### config.mk
export PLATFORM = sky130hd
export DESIGN_NAME = cdt_timer
export DESIGN_NICKNAME = d
export VERILOG_FILES = /design/src/rtl/cdt_pkg.sv /design/src/rtl/cdt_prescale.sv /design/src/rtl/cdt_downcount.sv /design/src/rtl/cdt_timer.sv
export SDC_FILE = /design/constraint.sdc
export NUM_CORES = 1
export LEC_CHECK = 0
export ABC_CLOCK_PERIOD_IN_PS = 5900
export BUFFER_PORTS_ARGS = -buffer_cell sky130_fd_sc_hd__buf_2
export CAP_MARGIN = 20
export CORE_UTILIZATION = 62
export CTS_CLUSTER_DIAMETER = 60
export CTS_CLUSTER_SIZE = 28
export DETAILED_ROUTE_END_ITERATION = 10
export GPL_ROUTABILITY_DRIVEN = 0
export PLACE_DENSITY = 0.85
export SYNTH_ARGS = -nofsm -noshare
export SYNTH_HDL_FRONTEND = slang
export SYNTH_SLANG_ARGS = --single-unit
### constraint.sdc
create_clock -name clk -period 5.9 [get_ports clk]
set_input_delay 0.59 -clock clk [delete_from_list [all_inputs] [get_ports clk]]
set_output_delay 0.59 -clock clk [all_outputs]
set_load 0.03 [all_outputs]
### src/rtl/cdt_pkg.sv
package cdt_pkg;
  // Word offsets of the register map (decoded by the bus side)
  localparam int OFS_LOAD   = 0;
  localparam int OFS_VALUE  = 1;
  localparam int OFS_CTRL   = 2;
  localparam int OFS_ICLR   = 3;
  localparam int OFS_RAW    = 4;
  localparam int OFS_MASKED = 5;
  localparam int OFS_BGLOAD = 6;

  // Control word bit positions
  localparam int CTL_W      = 8;
  localparam int B_ONESHOT  = 0;
  localparam int B_WIDE     = 1;
  localparam int B_DIV_LO   = 2;
  localparam int B_IE       = 5;
  localparam int B_PERIODIC = 6;
  localparam int B_EN       = 7;

  localparam logic [CTL_W-1:0] CTRL_RESET = 8'h20;

  typedef struct packed {
    logic       en;
    logic       periodic;
    logic       ie;
    logic       rsvd;
    logic [1:0] div_sel;
    logic       wide;
    logic       oneshot;
  } ctrl_t;
endpackage

### src/rtl/cdt_prescale.sv
module cdt_prescale #(
  parameter int SHIFT_MID  = 4,
  parameter int SHIFT_SLOW = 8
) (
  input  logic       clk,
  input  logic       rst_n,
  input  logic       enable,
  input  logic       restart,
  input  logic [1:0] div_sel,
  output logic       tick
);
  localparam int PW = SHIFT_SLOW;

  // last phase value before a tick for each divider choice
  function automatic logic [PW-1:0] last_phase(input logic [1:0] sel);
    case (sel)
      2'b01:   last_phase = PW'((1 << SHIFT_MID) - 1);
      2'b10:   last_phase = PW'((1 << SHIFT_SLOW) - 1);
      default: last_phase = '0;
    endcase
  endfunction

  logic [PW-1:0] phase_q;

  assign tick = enable && !restart && (phase_q == last_phase(div_sel));

  always_ff @(posedge clk or negedge rst_n) begin
    if (!rst_n)                      phase_q <= '0;
    else if (!enable || restart || tick) phase_q <= '0;
    else                             phase_q <= phase_q + 1'b1;
  end
endmodule

### src/rtl/cdt_downcount.sv
module cdt_downcount #(
  parameter int CNT_W    = 32,
  parameter int NARROW_W = 16
) (
  input  logic             clk,
  input  logic             rst_n,
  input  logic             tick,
  input  logic             load_wr,
  input  logic [CNT_W-1:0] load_val,
  input  logic [CNT_W-1:0] limit,
  input  logic             wide,
  input  logic             oneshot,
  input  logic             periodic,
  output logic [CNT_W-1:0] count_eff,
  output logic             expiry
);
  localparam logic [CNT_W-1:0] NARROW_MASK = {{(CNT_W-NARROW_W){1'b0}}, {NARROW_W{1'b1}}};

  function automatic logic [CNT_W-1:0] fit(input logic [CNT_W-1:0] v, input logic w);
    fit = w ? v : (v & NARROW_MASK);
  endfunction

  // value after one tick, given the visible count
  function automatic logic [CNT_W-1:0] after_tick(
    input logic [CNT_W-1:0] cur, input logic [CNT_W-1:0] lim,
    input logic w, input logic os, input logic per);
    if (cur != '0)          after_tick = cur - 1'b1;
    else if (os)            after_tick = '0;
    else if (per)           after_tick = fit(lim, w);
    else                    after_tick = fit('1, w);
  endfunction

  logic [CNT_W-1:0] count_q;

  assign count_eff = fit(count_q, wide);
  assign expiry    = tick && !load_wr && (count_eff == CNT_W'(1));

  always_ff @(posedge clk or negedge rst_n) begin
    if (!rst_n)       count_q <= '0;
    else if (load_wr) count_q <= load_val;
    else if (tick)    count_q <= after_tick(count_eff, limit, wide, oneshot, periodic);
  end
endmodule

### src/rtl/cdt_timer.sv
module cdt_timer #(
  parameter int DATA_W     = 32,
  parameter int NARROW_W   = 16,
  parameter int ADDR_W     = 3,
  parameter int SHIFT_MID  = 4,
  parameter int SHIFT_SLOW = 8
) (
  input  logic              clk,
  input  logic              rst_n,
  input  logic [ADDR_W-1:0] bus_addr,
  input  logic              bus_we,
  input  logic [DATA_W-1:0] bus_wdata,
  output logic [DATA_W-1:0] bus_rdata,
  output logic              irq
);
  import cdt_pkg::*;

  logic [CTL_W-1:0]  ctrl_q;
  logic [DATA_W-1:0] limit_q;
  logic              raw_q;
  logic              tick, expiry;
  logic [DATA_W-1:0] count_eff;
  ctrl_t             cf;

  assign cf = ctrl_t'(ctrl_q);

  logic wr_load, wr_ctrl, wr_iclr, wr_bg;
  assign wr_load = bus_we && (bus_addr == ADDR_W'(OFS_LOAD));
  assign wr_ctrl = bus_we && (bus_addr == ADDR_W'(OFS_CTRL));
  assign wr_iclr = bus_we && (bus_addr == ADDR_W'(OFS_ICLR));
  assign wr_bg   = bus_we && (bus_addr == ADDR_W'(OFS_BGLOAD));

  always_ff @(posedge clk or negedge rst_n) begin
    if (!rst_n) begin
      ctrl_q  <= CTRL_RESET;
      limit_q <= '0;
      raw_q   <= 1'b0;
    end else begin
      if (wr_ctrl)          ctrl_q  <= bus_wdata[CTL_W-1:0];
      if (wr_load || wr_bg) limit_q <= bus_wdata;
      if (expiry)           raw_q   <= 1'b1;
      else if (wr_iclr)     raw_q   <= 1'b0;
    end
  end

  cdt_prescale #(.SHIFT_MID(SHIFT_MID), .SHIFT_SLOW(SHIFT_SLOW)) u_pre (
    .clk     (clk),
    .rst_n   (rst_n),
    .enable  (cf.en),
    .restart (wr_ctrl),
    .div_sel (cf.div_sel),
    .tick    (tick)
  );

  cdt_downcount #(.CNT_W(DATA_W), .NARROW_W(NARROW_W)) u_cnt (
    .clk       (clk),
    .rst_n     (rst_n),
    .tick      (tick),
    .load_wr   (wr_load),
    .load_val  (bus_wdata),
    .limit     (limit_q),
    .wide      (cf.wide),
    .oneshot   (cf.oneshot),
    .periodic  (cf.periodic),
    .count_eff (count_eff),
    .expiry    (expiry)
  );

  assign irq = raw_q && cf.ie;

  always_comb begin
    case (int'(bus_addr))
      OFS_LOAD, OFS_BGLOAD: bus_rdata = limit_q;
      OFS_VALUE:            bus_rdata = count_eff;
      OFS_CTRL:             bus_rdata = DATA_W'(ctrl_q);
      OFS_RAW:              bus_rdata = DATA_W'(raw_q);
      OFS_MASKED:           bus_rdata = DATA_W'(raw_q && cf.ie);
      default:              bus_rdata = '0;
    endcase
  end
endmodule

==> insert_results.sql, run 1 <==
INSERT INTO impl_metrics (metric_group, metric, value, unit) VALUES
('sta', 'fin_clk_skew', '13.69', 'ps'),
('clock_network', 'cts-resized-gates', '0', ''),
('power_and_ir_drop', 'power_switching_share', '43.62', '%'),
('floorplan', 'placeableCoreArea', '7767', 'µm²'),
('status', 'status', 'finished, final reports clean', ''),
('global_routing', 'grt_use_met2', '56.27', '%'),
('min_path', 'hp-class', 'in -> async', ''),
('logic_synthesis', 'post-synth-top-area-cell', 'dfrtp_1', ''),
('power_and_ir_drop', 'pwr-share-comb', '38.9', '%'),
('logic_synthesis', 'synthCells', '553', ''),
('route', 'postRouteAntennaNets', '0', ''),
('clock_network', 'tritoncts', 'yes', ''),
('clock_network', 'clk_transition_reported_paths', '80', 'ps'),
('route', 'viasPerCell', '6.927', ''),
('placement', 'port_buffers', '70', ''),
('power_and_ir_drop', 'power.internal', '1.319', 'mW'),
('clock_network', 'post_cts_buffers', '0', ''),
('placement', 'hpwl', '9427', 'µm'),
('setup_path', 'regToRegEndpoint', 'u_cnt.count_q[17]', ''),
('global_routing', 'antenna_found_initial', '0', ''),
('sta', 'final.period_utilization', '53.90', '%'),
('layout', 'diodes', '0', ''),
('setup_path', 'r2r_slack', '2830', 'ps'),
('clock_network', 'clock_tree.root_cell', 'clkbuf_8', ''),
('power_and_ir_drop', 'pwr-share-seq', '41.9', '%'),
('route', 'avgRoutedWirePerCell', '20.36', 'µm'),
('sta', 'rsz0062_at_grt', 'no', ''),
('logic_synthesis', 'yosysMostFrequentCell', 'dfrtp_1', ''),
('sta', 'timing.final.setup_violations', '0', ''),
('global_routing', 'met1_capacity_usage_during_global_routing', '46.76', '%'),
('clock_network', 'clock_tree.htree_level_count', '3', ''),
('power_and_ir_drop', 'max-vdd-ir-drop', '0.2162', 'mV'),
('route', 'drt_iter0_markers', '609', ''),
('setup_path', 'critical_path.reg2reg.startpoint', 'u_cnt.count_q[5]', ''),
('global_routing', 'globalRoute.totalOverflow', '0', ''),
('global_routing', 'met3_usage', '7.960', '%'),
('clock_network', 'cts.sinks', '81', ''),
('global_routing', 'grt_use_total', '35.85', '%'),
('logic_synthesis', 'synth.cells.most_frequent', 'dfrtp_1 (80), nand2_1 (57), nor2_1 (48)', ''),
('sta', 'setup_total_negative_slack', '0', 'ps'),
('clock_network', 'clk_path_buf_depth', '2', ''),
('logic_synthesis', 'synth_edf_count', '0', ''),
('logic_synthesis', 'synth-seq-area-share', '40.60', '%'),
('route', 'first_pass_iters', '8', ''),
('logic_synthesis', 'yosysWarnings', '0', ''),
('layout', 'postLayoutCoreUtil', '72.60', '%'),
('power_and_ir_drop', 'power_frac_clock', '19.2', '%'),
('setup_path', 'worstPathArrival', '2590', 'ps'),
('sta', 'hold_violations', '0', ''),
('route', 'number_of_drc_violations_after_detailed_routing', '0', ''),
('logic_synthesis', 'post_synth_top_flop', 'dfrtp_1', ''),
('layout', 'layout-drive-gt1-share', '21.28', '%'),
('logic_synthesis', 'synthArstFlopShare', '100.0', '%'),
('setup_path', 'cp-end-kind', 'output port', ''),
('layout', 'design.final.nets', '649', ''),
('sta', 'maxSlewHeadroom', '21.91', '%'),
('placement', 'detailedPlace.worstSlack', '2455', 'ps'),
('sta', 'timing.fmax', '0.3144', 'GHz'),
('global_routing', 'vias_in_the_first_global_route', '4872', ''),
('floorplan', 'fp-row-count', '32', ''),
('sta', 'layout_min_cycle_time', '3180', 'ps'),
('logic_synthesis', 'synthesis.area_per_instance', '9.034', 'µm²'),
('logic_synthesis', 'synth-seq-cells', '81', ''),
('floorplan', 'pin_count', '71', ''),
('floorplan', 'design.die.area', '8421', 'µm²'),
('logic_synthesis', 'synth_top_area_cells', 'dfrtp_1 (40%), mux2_2 (5.9%), a22o_1 (4.4%)', ''),
('floorplan', 'die_w', '91.77', 'µm'),
('sta', 'slew_violations', '0', ''),
('setup_path', 'critPathRequiredTime', '5310', 'ps'),
('global_routing', 'globalRoute.busiestLayer', 'met2', ''),
('clock_network', 'worstSkewPairLatency', '360', 'ps');
-- flip-flops by register name, summed over array words and instances (netlist names) --
register       flops
limit_q           32
u_cnt.count_q     32
cf                 8
u_pre.phase_q      8
raw_q              1
-- cell type report --
class | instances | area [µm²]
clock buffers | 10 | 127.6
clock inverters | 5 | 78.83
fillers | 576 | 2128
inverters | 20 | 75.07
multi-input cells | 420 | 2788
flip-flops and latches | 81 | 2028
well taps | 102 | 127.6
repair buffers | 75 | 414.1
-- stage by stage --
step | cells | instance area [µm²] | total power, mW
5_1_grt | 713 | 5639 | 2.462
2_1_floorplan | 553 | 4996 | 1.578
3_5_place_dp | 696 | 5394 | 1.846
3_3_place_gp | 696 | 5394 | 1.805
4_1_cts | 711 | 5600 | 2.296
6_report | 713 | 5639 | 2.339
-- routing by layer --
metal / share of wire [%] / wire [µm] / up-vias
met5: 0 / 0 / -
met4: 2.8 / 401 / 0
met3: 12 / 1683 / 54
met2: 47 / 6796 / 375
met1: 39 / 5632 / 2359
li1: - / - / 2151
-- cell usage in the layout (no fill, tap or decap), drive strengths merged, types with 5 or more instances in the layout --
cell	count
dfrtp	80
mux2	26
nor2	48
nand2	57
o211ai	8
a32oi	5
nand2b	11
nor4	11
nor3	15
a22oi	27
a22o	25
inv	21
o21ai	55
buf	75
xnor2	10
mux2i	6
a21oi	18
and3	7
xor2	8
nand3	13
clkbuf	10
-- critical path: cells and delay by family (launching register included) --
family | cells | cell delay (ps)
buffers and inverters | 3 | 690
AND/OR/NAND/NOR | 1 | 630
flip-flops | 1 | 740
AO/OA/AOI/OAI | 1 | 170
-- kinds of logic after synthesis --
kind of cell               synth area share, %
buffers and inverters                    4.182
DFF                                      40.60
xor gates and xnor gates                 3.155
and+or+nand+nor                          19.53
adders and majority gates                1.002
AOI/OAI and AO/OA                        24.22
muxes                                    7.313
-- power groups by stage --
| stage | logic, mW | registers (mW) | clock network, mW |
|---|---|---|---|
| 2_1_floorplan | 0.704 | 0.874 | 0 |
| 3_3_place_gp | 0.849 | 0.956 | 0 |
| 3_5_place_dp | 0.875 | 0.971 | 0 |
| 4_1_cts | 0.887 | 0.965 | 0.444 |
| 5_1_grt | 0.991 | 0.996 | 0.474 |
| 6_report | 0.910 | 0.979 | 0.450 |
-- worst max path at each step --
stage / cells after the start / startpoint / to / slack, ps
2_1_floorplan: 5 / bus_addr[2] / bus_rdata[17] / 3230
3_3_place_gp: 7 / bus_addr[1] / limit_q[25] / 2570
3_5_place_dp: 7 / bus_addr[1] / limit_q[21] / 2450
4_1_cts: 4 / cf[1] / bus_rdata[20] / 2490
5_1_grt: 7 / bus_addr[1] / limit_q[7] / 2630
6_report: 5 / cf[1] / bus_rdata[20] / 2720
Note: power is estimated with default switching activity, not from simulation.
==> run 2: changes to the inputs <==
ABC_CLOCK_PERIOD_IN_PS = 2670   (was 5900)
CORE_UTILIZATION = 52   (was 62)
PLACE_DENSITY = 0.76   (was 0.85)
clock period = 2.67 ns   (was 5.9 ns; I/O delays follow)
==> insert_results.sql, run 2 (same netlist as run 1, synthesis figures left out) <==
INSERT INTO impl_metrics (metric_group, metric, value, unit) VALUES
('status', 'status', 'finished, final reports clean', ''),
('setup_path', 'critical_path_class', 'reg -> reg', ''),
('layout', 'most-common-layout-cells', 'dfrtp_1 (80), buf_2 (69), nand2_1 (57)', ''),
('layout', 'design.final.nets', '672', ''),
('setup_path', 'critical_path_peak_fanout', '11', ''),
('route', 'postRouteAntennaNets', '0', ''),
('setup_path', 'worstPathArrival', '2750', 'ps'),
('route', 'detail_route.wirelength.met1', '6187', 'µm'),
('setup_path', 'start_kind', 'flop', ''),
('power_and_ir_drop', 'p_per_area', '887.6', 'nW/µm²'),
('floorplan', 'initial_core_util', '53.81', '%'),
('sta', 'layout_min_cycle_time', '2464', 'ps'),
('floorplan', 'pin_count', '71', ''),
('sta', 'rsz0062_at_grt', 'no', ''),
('clock_network', 'clk_path_buf_depth', '2', ''),
('route', 'first_pass_iters', '5', ''),
('clock_network', 'clk_transition_reported_paths', '80', 'ps'),
('sta', 'timing.final.setup_violations', '0', ''),
('power_and_ir_drop', 'total_power', '5.175', 'mW'),
('sta', 'fin_clk_skew', '14.04', 'ps'),
('setup_path', 'cpMostUsedCell', 'or4_4', ''),
('route', 'wl', '14590', 'µm'),
('placement', 'place_area', '5624', 'µm²'),
('route', 'number_of_drc_violations_after_detailed_routing', '0', ''),
('setup_path', 'cp-end-kind', 'flop', ''),
('floorplan', 'fp-row-count', '35', ''),
('route', 'viasPerCell', '6.267', ''),
('setup_path', 'critPathRequiredTime', '2960', 'ps'),
('route', 'detailroute.wirelength.met3', '1389', 'µm'),
('job', 'max_cap_violations', '0', ''),
('setup_path', 'cp_slowest_stage_delay', '660', 'ps'),
('clock_network', 'clock_tree.htree_level_count', '3', ''),
('global_routing', 'grt_first_pass_wirelength', '23490', 'µm'),
('clock_network', 'worstSkewPairLatency', '370', 'ps'),
('sta', 'final.period_utilization', '92.29', '%'),
('sta', 'hold_violations', '0', ''),
('layout', 'layout.cells.most_common', 'dfrtp_1', ''),
('clock_network', 'cts_buffers', '9', ''),
('placement', 'port_buffers', '70', ''),
('sta', 'timing.fmax', '0.4058', 'GHz'),
('layout', 'biggestRegsByFlops', 'limit_q (32), u_cnt.count_q (32)', ''),
('setup_path', 'cpMaxStageDelayCell', 'or4_4', ''),
('global_routing', 'vias_in_the_first_global_route', '4515', ''),
('layout', 'layout-drive-gt1-share', '24.09', '%'),
('layout', 'layout.cell_area.non_filler', '5831', 'µm²'),
('power_and_ir_drop', 'power_leakage', '2.607', 'nW'),
('layout', 'diodes', '0', ''),
('sta', 'maxSlewHeadroom', '34.39', '%'),
('sta', 'setup_total_negative_slack', '0', 'ps'),
('global_routing', 'globalRoute.totalOverflow', '0', ''),
('setup_path', 'critical_path.cell_chain', 'or4_4, mux2i_4, nand3_4, or4_4, o21a_1, o21ai_0', ''),
('clock_network', 'clock_tree.root_cell', 'clkbuf_8', ''),
('global_routing', 'grt_start_max_net_pins', '46', ''),
('route', 'drt_iter0_markers', '406', ''),
('global_routing', 'antenna_found_initial', '0', ''),
('route', 'dr_total_vias', '4788', ''),
('route', 'wl_met2', '6736', 'µm'),
('route', 'highest_layer', 'met4', ''),
('floorplan', 'die_w', '100.0', 'µm'),
('global_routing', 'grt_use_total', '30.39', '%'),
('layout', 'area_growth', '16.70', '%'),
('floorplan', 'placeableCoreArea', '9284', 'µm²'),
('clock_network', 'cts.sinks', '81', ''),
('route', 'avgRoutedWirePerCell', '19.10', 'µm'),
('floorplan', 'design.die.area', '10000', 'µm²'),
('placement', 'hpwl', '9940', 'µm'),
('min_path', 'hp-class', 'in -> reg', ''),
('floorplan', 'die_height', '100.0', 'µm'),
('sta', 'slew_violations', '0', ''),
('clock_network', 'tritoncts', 'yes', ''),
('power_and_ir_drop', 'max-vdd-ir-drop', '0.4684', 'mV'),
('sta', 'worst_pin_slew', '977.6', 'ps');
## run 2: path summary, 6_finish.rpt
| check | cells after the start | slack (ps) | start | endpoint |
|---|---|---|---|---|
| max in group asynchronous | 3 | 1610 | rst_n | limit_q[14] |
| hold reg to reg | 1 | 520 | cf[4] | cf[4] |
| min in group asynchronous | 2 | 420 | rst_n | u_pre.phase_q[7] |
| hold / removal | 3 | 130 | bus_wdata[10] | limit_q[10] |
| setup reg to reg | 6 | 210 | u_pre.phase_q[2] | u_cnt.count_q[19] |
| setup / recovery | 6 | 210 | u_pre.phase_q[2] | u_cnt.count_q[19] |
## run 2: timing repair
item / CTS / global route
setup buffers: 0 / 0
gates resized for setup: 0 / 0
hold buffers: 1 / 0
endpoints found under the hold margin: 35 / 0
## run 2: critical path: cells and delay by family (launching register included)
family | cells | cell delay (ps)
AOI/OAI and AO/OA | 2 | 270
DFF | 1 | 450
muxes | 1 | 250
and+or+nand+nor | 3 | 1430
## run 2: power by group
group / switching (mW) / internal (mW)
logic: 1.23 / 0.914
registers: 0.523 / 1.58
clock network: 0.474 / 0.455
total: 2.22 / 2.95
## run 2: area by class of cell
type,instances,area [µm²]
inverters,20,75.07
flip-flops and latches,81,2028
repair buffers,98,590.6
fillers,839,3453
well taps,129,161.4
clock inverters,5,55.05
multi-input cells,420,2779
clock buffers,11,141.4
## run 2: stage by stage
| step | std cells | setup slack [ps] | hold WS (ps) | util (%) |
|---|---|---|---|---|
| 2_1_floorplan | 553 | 371.4 | -28.59 | - |
| 3_3_place_gp | 747 | 281.1 | 268.2 | 60.58 |
| 3_5_place_dp | 747 | 227.5 | 278.6 | 60.58 |
| 4_1_cts | 764 | 199.0 | 126.4 | 62.80 |
| 5_1_grt | 764 | 78.21 | 143.2 | 62.80 |
| 6_report | 764 | 205.8 | 129.9 | 62.80 |
## run 2: layer usage
layer | up-vias | global-route usage, %
li1 | 2203 | -
met1 | 2295 | 42.31
met2 | 259 | 48.70
met3 | 31 | 4.178
met4 | 0 | 11.15
met5 | - | 0
